[src/rtl/dram_refresh_seq.sv]
module dram_refresh_seq #(
  parameter int CLK_NS         = 20,
  parameter int INIT_WAIT_NS   = 200000,
  parameter int REFRESH_NS     = 15600,
  parameter int INIT_REFRESHES = 8,
  parameter int OWED_MAX       = 7,
  parameter int TCSR_NS        = 10,
  parameter int TCHR_NS        = 10,
  parameter int TRAS_NS        = 60,
  parameter int TRP_NS         = 40,
  parameter int TRC_NS         = 110,
  parameter int TRPC_NS        = 10
) (
  input  logic clk,
  input  logic rst_n,
  input  logic ref_gnt,
  output logic ref_req,
  output logic ref_busy,
  output logic ras_n,
  output logic cas_n,
  output logic we_n,
  output logic mem_ready
);

  localparam int INIT_CYC = (INIT_WAIT_NS + CLK_NS - 1) / CLK_NS;
  localparam int REF_CYC  = REFRESH_NS / CLK_NS;
  localparam int CSR_RAW  = (TCSR_NS + CLK_NS - 1) / CLK_NS;
  localparam int GAP_RAW  = (TRPC_NS + CLK_NS - 1) / CLK_NS;
  localparam int RAS_A    = (TRAS_NS + CLK_NS - 1) / CLK_NS;
  localparam int RAS_B    = (TCHR_NS + CLK_NS - 1) / CLK_NS;
  localparam int RAS_RAW  = (RAS_A > RAS_B) ? RAS_A : RAS_B;
  localparam int CSR_CYC  = (CSR_RAW < 1) ? 1 : CSR_RAW;
  localparam int GAP_CYC  = (GAP_RAW < 1) ? 1 : GAP_RAW;
  localparam int RAS_CYC  = (RAS_RAW < 1) ? 1 : RAS_RAW;
  localparam int RP_A     = (TRP_NS + CLK_NS - 1) / CLK_NS;
  localparam int RP_B     = (TRC_NS + CLK_NS - 1) / CLK_NS - RAS_CYC;
  localparam int RP_RAW   = (RP_A > RP_B) ? RP_A : RP_B;
  localparam int RP_CYC   = (RP_RAW < 1) ? 1 : RP_RAW;
  localparam int PH_M1    = (CSR_CYC > GAP_CYC) ? CSR_CYC : GAP_CYC;
  localparam int PH_M2    = (RAS_CYC > RP_CYC) ? RAS_CYC : RP_CYC;
  localparam int PH_MAX   = (PH_M1 > PH_M2) ? PH_M1 : PH_M2;
  localparam int PH_W     = $clog2(PH_MAX + 1);
  localparam int TMR_MAX  = (INIT_CYC > REF_CYC) ? INIT_CYC : REF_CYC;
  localparam int TMR_W    = $clog2(TMR_MAX + 1);
  localparam int OWED_W   = $clog2(OWED_MAX + 1);
  localparam int INIT_W   = $clog2(INIT_REFRESHES + 1);
  localparam int RUN_W    = PH_W + 2;

  localparam logic [TMR_W-1:0]  INIT_LAST = TMR_W'(INIT_CYC - 1);
  localparam logic [TMR_W-1:0]  REF_LAST  = TMR_W'(REF_CYC - 1);
  localparam logic [OWED_W-1:0] OWED_TOP  = OWED_W'(OWED_MAX);

  typedef enum logic [2:0] {ST_POWER, ST_IDLE, ST_GAP, ST_CAS, ST_RAS, ST_PRE} st_t;

  st_t              st;
  logic [PH_W-1:0]  ph;
  logic [TMR_W-1:0] tmr;
  logic [OWED_W-1:0] owed;
  logic [INIT_W-1:0] init_left;

  logic tick, done, pend, ph_end;

  assign ph_end = (ph == '0);
  assign done   = (st == ST_PRE) && ph_end;
  assign tick   = mem_ready && (tmr == REF_LAST);
  assign pend   = mem_ready ? (owed != '0) : ((st != ST_POWER) && (init_left != '0));

  assign ref_req  = pend;
  assign ref_busy = (st != ST_POWER) && (st != ST_IDLE);
  assign ras_n    = (st != ST_RAS);
  assign cas_n    = !((st == ST_CAS) || (st == ST_RAS));
  assign we_n     = 1'b1;

  always_ff @(posedge clk or negedge rst_n) begin
    if (!rst_n) begin
      st <= ST_POWER;
      ph <= '0;
    end else begin
      case (st)
        ST_POWER: if (tmr == INIT_LAST) st <= ST_IDLE;
        ST_IDLE: if (pend && ref_gnt) begin
          st <= ST_GAP;
          ph <= PH_W'(GAP_CYC - 1);
        end
        ST_GAP: if (ph_end) begin
          st <= ST_CAS;
          ph <= PH_W'(CSR_CYC - 1);
        end else ph <= ph - 1'b1;
        ST_CAS: if (ph_end) begin
          st <= ST_RAS;
          ph <= PH_W'(RAS_CYC - 1);
        end else ph <= ph - 1'b1;
        ST_RAS: if (ph_end) begin
          st <= ST_PRE;
          ph <= PH_W'(RP_CYC - 1);
        end else ph <= ph - 1'b1;
        ST_PRE: if (ph_end) st <= ST_IDLE;
                else ph <= ph - 1'b1;
        default: st <= ST_IDLE;
      endcase
    end
  end

  always_ff @(posedge clk or negedge rst_n) begin
    if (!rst_n) tmr <= '0;
    else if (st == ST_POWER) tmr <= (tmr == INIT_LAST) ? '0 : tmr + 1'b1;
    else if (mem_ready) tmr <= tick ? '0 : tmr + 1'b1;
    else tmr <= '0;
  end

  always_ff @(posedge clk or negedge rst_n) begin
    if (!rst_n) begin
      owed      <= '0;
      init_left <= INIT_W'(INIT_REFRESHES);
      mem_ready <= 1'b0;
    end else if (mem_ready) begin
      if (tick && !done && owed != OWED_TOP) owed <= owed + 1'b1;
      else if (done && !tick) owed <= owed - 1'b1;
    end else if (done) begin
      init_left <= init_left - 1'b1;
      if (init_left == INIT_W'(1)) mem_ready <= 1'b1;
    end
  end

  logic [RUN_W-1:0] lo_run, hi_run;
  always_ff @(posedge clk or negedge rst_n) begin
    if (!rst_n) begin
      lo_run <= '0;
      hi_run <= '0;
    end else begin
      lo_run <= ras_n ? '0 : ((&lo_run) ? lo_run : lo_run + 1'b1);
      hi_run <= !ras_n ? '0 : ((&hi_run) ? hi_run : hi_run + 1'b1);
    end
  end

  assert_power_quiet_R2: assert property (@(posedge clk) disable iff (!rst_n)
    (st == ST_POWER) |-> (!ref_req && ras_n && cas_n));
  assert_no_grantless_start_R3: assert property (@(posedge clk) disable iff (!rst_n)
    (!ref_busy && !ref_gnt) |=> !ref_busy);
  assert_idle_strobes_R3: assert property (@(posedge clk) disable iff (!rst_n)
    !ref_busy |-> (ras_n && cas_n));
  assert_cas_leads_R4: assert property (@(posedge clk) disable iff (!rst_n)
    $fell(ras_n) |-> ($past(cas_n) == 1'b0));
  assert_cas_holds_R4: assert property (@(posedge clk) disable iff (!rst_n)
    !ras_n |-> !cas_n);
  assert_ras_width_R5: assert property (@(posedge clk) disable iff (!rst_n)
    $rose(ras_n) |-> (lo_run >= RUN_W'(RAS_CYC)));
  assert_ras_precharge_R5: assert property (@(posedge clk) disable iff (!rst_n)
    $fell(ras_n) |-> (hi_run >= RUN_W'(RP_CYC)));
  assert_ready_after_cycle_R6: assert property (@(posedge clk) disable iff (!rst_n)
    $rose(mem_ready) |-> ($past(st) == ST_PRE));
  assert_ready_sticky_R6: assert property (@(posedge clk) disable iff (!rst_n)
    mem_ready |=> mem_ready);

endmodule

[config.mk]
export PLATFORM = sky130hd
export DESIGN_NAME = dram_refresh_seq
export DESIGN_NICKNAME = d
export VERILOG_FILES = /design/src/rtl/dram_refresh_seq.sv
export SDC_FILE = /design/constraint.sdc
export NUM_CORES = 1
export LEC_CHECK = 0
export ABC_AREA = 1
export ABC_CLOCK_PERIOD_IN_PS = 2100
export CAP_MARGIN = 20
export CORE_MARGIN = 2
export CORE_UTILIZATION = 61
export CTS_BUF_LIST = sky130_fd_sc_hd__clkbuf_4
export DETAILED_ROUTE_END_ITERATION = 6
export GPL_ROUTABILITY_DRIVEN = 0
export PLACE_DENSITY = 0.81
export SYNTH_ARGS = -nofsm -noshare
export SYNTH_HDL_FRONTEND = slang
export SYNTH_SLANG_ARGS = --single-unit
[constraint.sdc]
create_clock -name clk -period 2.1 [get_ports clk]
set_input_delay 0.315 -clock clk [delete_from_list [all_inputs] [get_ports clk]]
set_output_delay 0.315 -clock clk [all_outputs]
set_load 0.1 [all_outputs]
; ---- Word level (Yosys, flattened, before mapping)
; Index checks and enable logic that the tools add are counted.
[op_classes]
n_addsub = 5
eq_ne = 18
mux = 22
bitwise_logic = 1
reduce_logical = 24
[op_table]
columns = operator, count
row1 = 14-bit two-way mux, 4
row2 = 3-bit two-way mux, 8
row3 = 3-bit case mux with 6 select lines, 1
row4 = "14-bit by 1-bit adder with 14-bit output, second input constant", 1
row5 = "14-bit by 10-bit == test with 1-bit output, second input constant", 1
row6 = "14-bit == test, second input constant", 1
row7 = "2-bit != test, second input constant", 7
row8 = 1-bit logical AND, 8
row9 = 2-bit two-way mux, 4
row10 = 2-bit case mux with 4 select lines, 1
row11 = 4-bit nonzero test, 2
row12 = "3-bit by 2-bit == test with 1-bit output, second input constant", 2
row13 = "3-bit == test, second input constant", 2
row14 = "3-bit != test, second input constant", 2
row15 = 6-bit AND reduction, 1
row16 = 3-bit nonzero test, 2
row17 = "4-bit by 1-bit == test with 1-bit output, second input constant", 1
row18 = 1-bit two-way mux, 4
row19 = 2-bit AND reduction, 2
row20 = "4-bit by 1-bit subtractor with 4-bit output, second input constant", 1
row21 = "3-bit by 1-bit adder with 3-bit output, second input constant", 1
row22 = "3-bit by 1-bit == test with 1-bit output, second input constant", 1
row23 = 1-bit zero test, 3
row24 = 3-bit zero test, 1
row25 = 9 further kinds, 9
[totals]
reg_bits = 27
output_inout_bits = 6

; ---- Depth between registers and ports, before layout
[depth]
depth_word = 7
mapped_depth = 14
mapped_depth_nobuf = 14

; ---- Least setup slack after synthesis
; OpenSTA, ideal clock, no wires.
[synth_timing]
path_kind = reg2reg
start = register mem_ready
end = register st[2]
arrival_ps = 2534
t_required_ps = 1983
slack_ps = -551
stages_incl_launch_ff = 8
period_less_slack_ps = 2651
path_cell_list = dfrtp_1 -> inv_1 -> o21ai_2 -> nand2_4 -> nand2_2 -> nand3_2 -> nand2_1 -> nand2_1
[synth_between]
elab_chain_cells = 4
[synth_lines]
columns = item, line
row1 = from (decl), 22  ; output logic mem_ready
row2 = from (signal assigned), 115  ; mem_ready <= 1'b0;
row3 = from (signal assigned), 121  ; if (init_left == INIT_W'(1)) mem_ready <= 1'b1;
row4 = 1-bit two-way mux, 66  ; assign pend = mem_ready ? (owed != '0) : ((st != ST_POWER) && (init_left != '0));
row5 = net ref_req, 17  ; output logic ref_req,
row6 = 1-bit logical AND, 81  ; ST_IDLE: if (pend && ref_gnt) begin
row7 = 2-bit != test (no source line), --
row8 = 6-bit AND reduction (no source line), --
row9 = to (signal assigned), 80  ; ST_POWER: if (tmr == INIT_LAST) st <= ST_IDLE;
row10 = to (signal assigned), 82  ; st <= ST_GAP;
row11 = to (signal assigned), 86  ; st <= ST_CAS;
row12 = to (decl), 55  ; st_t st;
; The timed path passes the listed nets, and every way through them passes these cells.
; A chain may end at the register's enable or synchronous reset.

; ---- Worst setup path after layout
[layout_timing]
start = register tmr[0]
end = register owed[2]
[layout_between]
elab_chain_cells = 6
word_cells_on_any_way = 9
cone_classes = eq/ne: 1 / mux: 1 / reduce/logical: 7
[layout_lines]
columns = item, line
row1 = from (decl), 57  ; logic [TMR_W-1:0] tmr;
row2 = from (signal assigned), 106  ; else if (st == ST_POWER) tmr <= (tmr == INIT_LAST) ? '0 : tmr + 1'b1;
row3 = from (signal assigned), 107  ; else if (mem_ready) tmr <= tick ? '0 : tmr + 1'b1;
row4 = 14-bit by 10-bit == test with 1-bit output (*), 65  ; assign tick = mem_ready && (tmr == REF_LAST);
row5 = 1-bit logical AND (*), 65
row6 = 1-bit logical AND / 1-bit zero test (equally long branches), "117, 118"
row7 = 1-bit logical AND (on tied branches), "117, 118"
row8 = 2-bit nonzero test (no source line), --
row9 = 2-bit AND reduction (no source line), --
row10 = to (signal assigned), 117  ; if (tick && !done && owed != OWED_TOP) owed <= owed + 1'b1;
row11 = to (signal assigned), 118  ; else if (done && !tick) owed <= owed - 1'b1;
row12 = to (decl), 58  ; logic [OWED_W-1:0] owed;
; Every way passes the cells marked *; elsewhere a longest branch is shown, timed or not.

==> results.yml <==
status:
  status: "completed"
floorplan:
  fp.dieArea_um2: 3180
  row_count: 18
  fp.dieH_um: 56.4
  ioPinCount: 9
  start_util_pct: 65.7
  core-area_um2: 2540
  dieWidth_um: 56.4
synthesis:
  syn-num-nets: 227
  synth_xor_area_share_pct: 3.67
  ys_types: 32
  ys_seq_elements: 27
  synth-compound-area-share_pct: 8.16
  synth_area_leaders: "dfrtp_1 (39%), nand2_1 (11%), nor2_1 (6.1%), inv_1 (5.8%), ha_1 (4.5%)"
  synth_area_leader_cell: "dfrtp_1"
  muxShareOfSynthArea_pct: 0
  syn_area_um2: 1670
  synthSimpleGateAreaFrac_pct: 33.4
  syn_inst: 217
  synth.top_cell.area_share_pct: 38.9
  yosys_warnings: 0
  syn_area_per_cell_um2: 7.70
  synth_top_family_by_area: "simple AND/OR/NAND/NOR gates"
  yosysSeqAreaShare_pct: 40.5
  synth-adder-area-share_pct: 5.69
placement:
  dp_hpwl_mm: 2.52
  io_buffers: 7
  place_ws_ns: 0.173
  dpl_cell_area_um2: 1840
power_and_ir_drop:
  swShare_pct: 23.5
  seq_power_share_pct: 66.6
  power.density_nw_per_um2: 418
  p_leak_uw: 0.000905
  power.switching_uw: 184
  p_int_uw: 598
  power_frac_clock_pct: 30.5
  ir_drop_mv: 0.396
  p_comb_share_pct: 2.9
  total_power_uw: 782
clock_tree:
  clockBufferDepth: 2
  worstSkewPairLatency_ns: 0.34
  cts_buffers: 3
  cts_root_buffer: "clkbuf_4"
  clkSinkCount: 27
  hold_buffers: 0
  ctsResizeCount: 0
  post_cts_buffers: 0
  tritoncts: "built"
  clkTransAtPathRegs_ns: 0.16
  htree_levels: 1
final_layout:
  seq_area_um2: 678
  multi_input_area_um2: 872
  num-fill-cells: 198
  area_growth_pct: 11.8
  diodes: 0
  design_area_um2: 1870
  drive_above_1_share_pct: 21.1
  fin_nets: 239
global_routing:
  grt_pass1_vias: 1345
  grt_antenna_before_repair: 0
  grt_usage_pct: 22.1
  gr-total-overflow: 0
  grt_first_pass_wirelength_mm: 5.67
  grt_max_degree: 28
detailed_routing:
  top_layer: "met4"
  routed_wl_mm: 3.24
  wl_per_cell_um: 12.6
  vias: 1380
  met3_length_um: 95
  first_pass_iters: 4
  antenna_left: 0
  post-route-drc-count: 0
  drt_iter0_markers: 49
  wl_met2_mm: 1.52
  drt-met1-wl_mm: 1.55
  vias_per_cell: 5.35
timing:
  finalClockSkew_ns: 0.00885
  finalMaxSlewViolations: 0
  fin_setup_tns_ns: 0
  hold_viol_final: 0
  layout_setup_ws_ns: 0.121
  setup_viol: 0
  rsz0062_at_grt: "no"
  min_period_ns: 1.98
  period_share_pct: 94.2
  max_freq_ghz: 0.505
min_path:
  hold_class: "in2async"
worst_setup_path:
  cp.arrival_ns: 2.27
  cp-end-kind: "register"
  r2r_start: "tmr[0]$_DFF_PN0_"
  crit_type: "reg2reg"
  r2r_slack_ns: 0.12
  cp_max_fo: 4
  r2r_end: "owed[2]$_DFFE_PN0P_"
  crit_required_ns: 2.39
  worstRegToRegCells: 14
  startpoint_type: "register"
run:
  maxCapViolations: 0
## power groups by stage
stage / combinational, µW / sequential [µW] / clock [µW]
final: 22.7 / 520 / 239
after global routing: 25.5 / 520 / 255
after CTS: 23.6 / 520 / 244
after detailed placement: 23.7 / 530 / 0
after global placement: 23.3 / 530 / 0
after floorplan: 9.18 / 530 / 0
## metrics by stage
step	instances	util (%)	hold WS (ns)
2_1_floorplan	217	-	0.0194
3_3_place_gp	254	72.2	0.435
3_5_place_dp	254	72.2	0.460
4_1_cts	258	73.4	0.327
5_1_grt	258	73.5	0.363
6_report	258	73.5	0.315
## worst max path at each step
stage                        startpoint                  end  slack [ns]
floorplan           mem_ready$_DFF_PN0_    st[1]$_DFFE_PN0P_        0.06
global placement       tmr[0]$_DFF_PN0_  owed[2]$_DFFE_PN0P_        0.26
detailed placement     tmr[0]$_DFF_PN0_  owed[2]$_DFFE_PN0P_        0.17
CTS                   st[2]$_DFFE_PN0P_                cas_n        0.12
global route           tmr[0]$_DFF_PN0_  owed[2]$_DFFE_PN0P_        0.02
finish                 tmr[0]$_DFF_PN0_  owed[2]$_DFFE_PN0P_        0.12
## registers in the layout, indices dropped and copies added (netlist names)
| register | count |
|---|---|
| ph | 2 |
| init_left | 4 |
| st | 3 |
| mem_ready | 1 |
| tmr | 14 |
| owed | 3 |
## metal layers
layer | GRT usage [%] | vias up
li1 | - | 698
met1 | 29.7 | 642
met2 | 36.6 | 31
met3 | 2.53 | 9
met4 | 8.50 | 0
met5 | 0 | -
## critical path, cell delays in order (launching register included)
cell and delay, ns:
dfrtp_1 0.41, ha_2 0.22, nand2_1 0.07, inv_2 0.04, nand2_1 0.06, nor2_2 0.15
nand3_4 0.11, fa_1 0.40, inv_1 0.08, nand4_1 0.09, nand2_1 0.09, inv_2 0.04
nand2_1 0.05, nand2_1 0.05, nand2_1 0.05
## area by class of cell
type	instances	area share, %
multi-input combinational	154	46.7
sequential	27	36.3
inverter	35	7.30
timing repair buffer	8	6.16
tap	30	2.01
clock buffer	3	1.20
clock inverter	1	0.402
## cells in the final DEF, fill, tap and decap left out, drive strengths merged
master         netlist  final
xnor2                3      3
nand2               58     58
xor2                 4      4
nor3                 4      4
nand3               12     12
nand3b               1      1
clkinvlp             0      2
and3                 1      1
inv                 34     33
fa                   1      1
o21ai               10     10
clkinv               1      1
or2                  2      2
conb                 1      1
a21oi               13     13
nor2                33     33
clkdlybuf4s50        0      2
dfrtp               26     26
dfstp                1      1
clkbuf               0      3
buf                  1      6
a31oi                1      1
nand4                3      3
ha                   6      6
nor4                 1      1
## synthesized netlist by cell type, drive strengths merged
| library cell | instances |
|---|---|
| xor2 | 4 |
| inv | 34 |
| nor3 | 4 |
| xnor2 | 3 |
| clkinv | 1 |
| ha | 6 |
| conb | 1 |
| and3 | 1 |
| nand3 | 12 |
| nor2 | 33 |
| or2 | 2 |
| o21ai | 10 |
| a21oi | 13 |
| fa | 1 |
| dfstp | 1 |
| buf | 1 |
| nand2 | 58 |
| nor4 | 1 |
| nand3b | 1 |
| dfrtp | 26 |
| a31oi | 1 |
| nand4 | 3 |
## kinds of logic after synthesis
kind of cell / after synthesis
other: 1
XOR/XNOR: 7
AO/OA/AOI/OAI: 24
flip-flops: 27
buffers and inverters: 36
AND/OR/NAND/NOR: 115
adder cells (fa/ha/maj): 7
No activity file was read; power rests on OpenSTA's default activity.
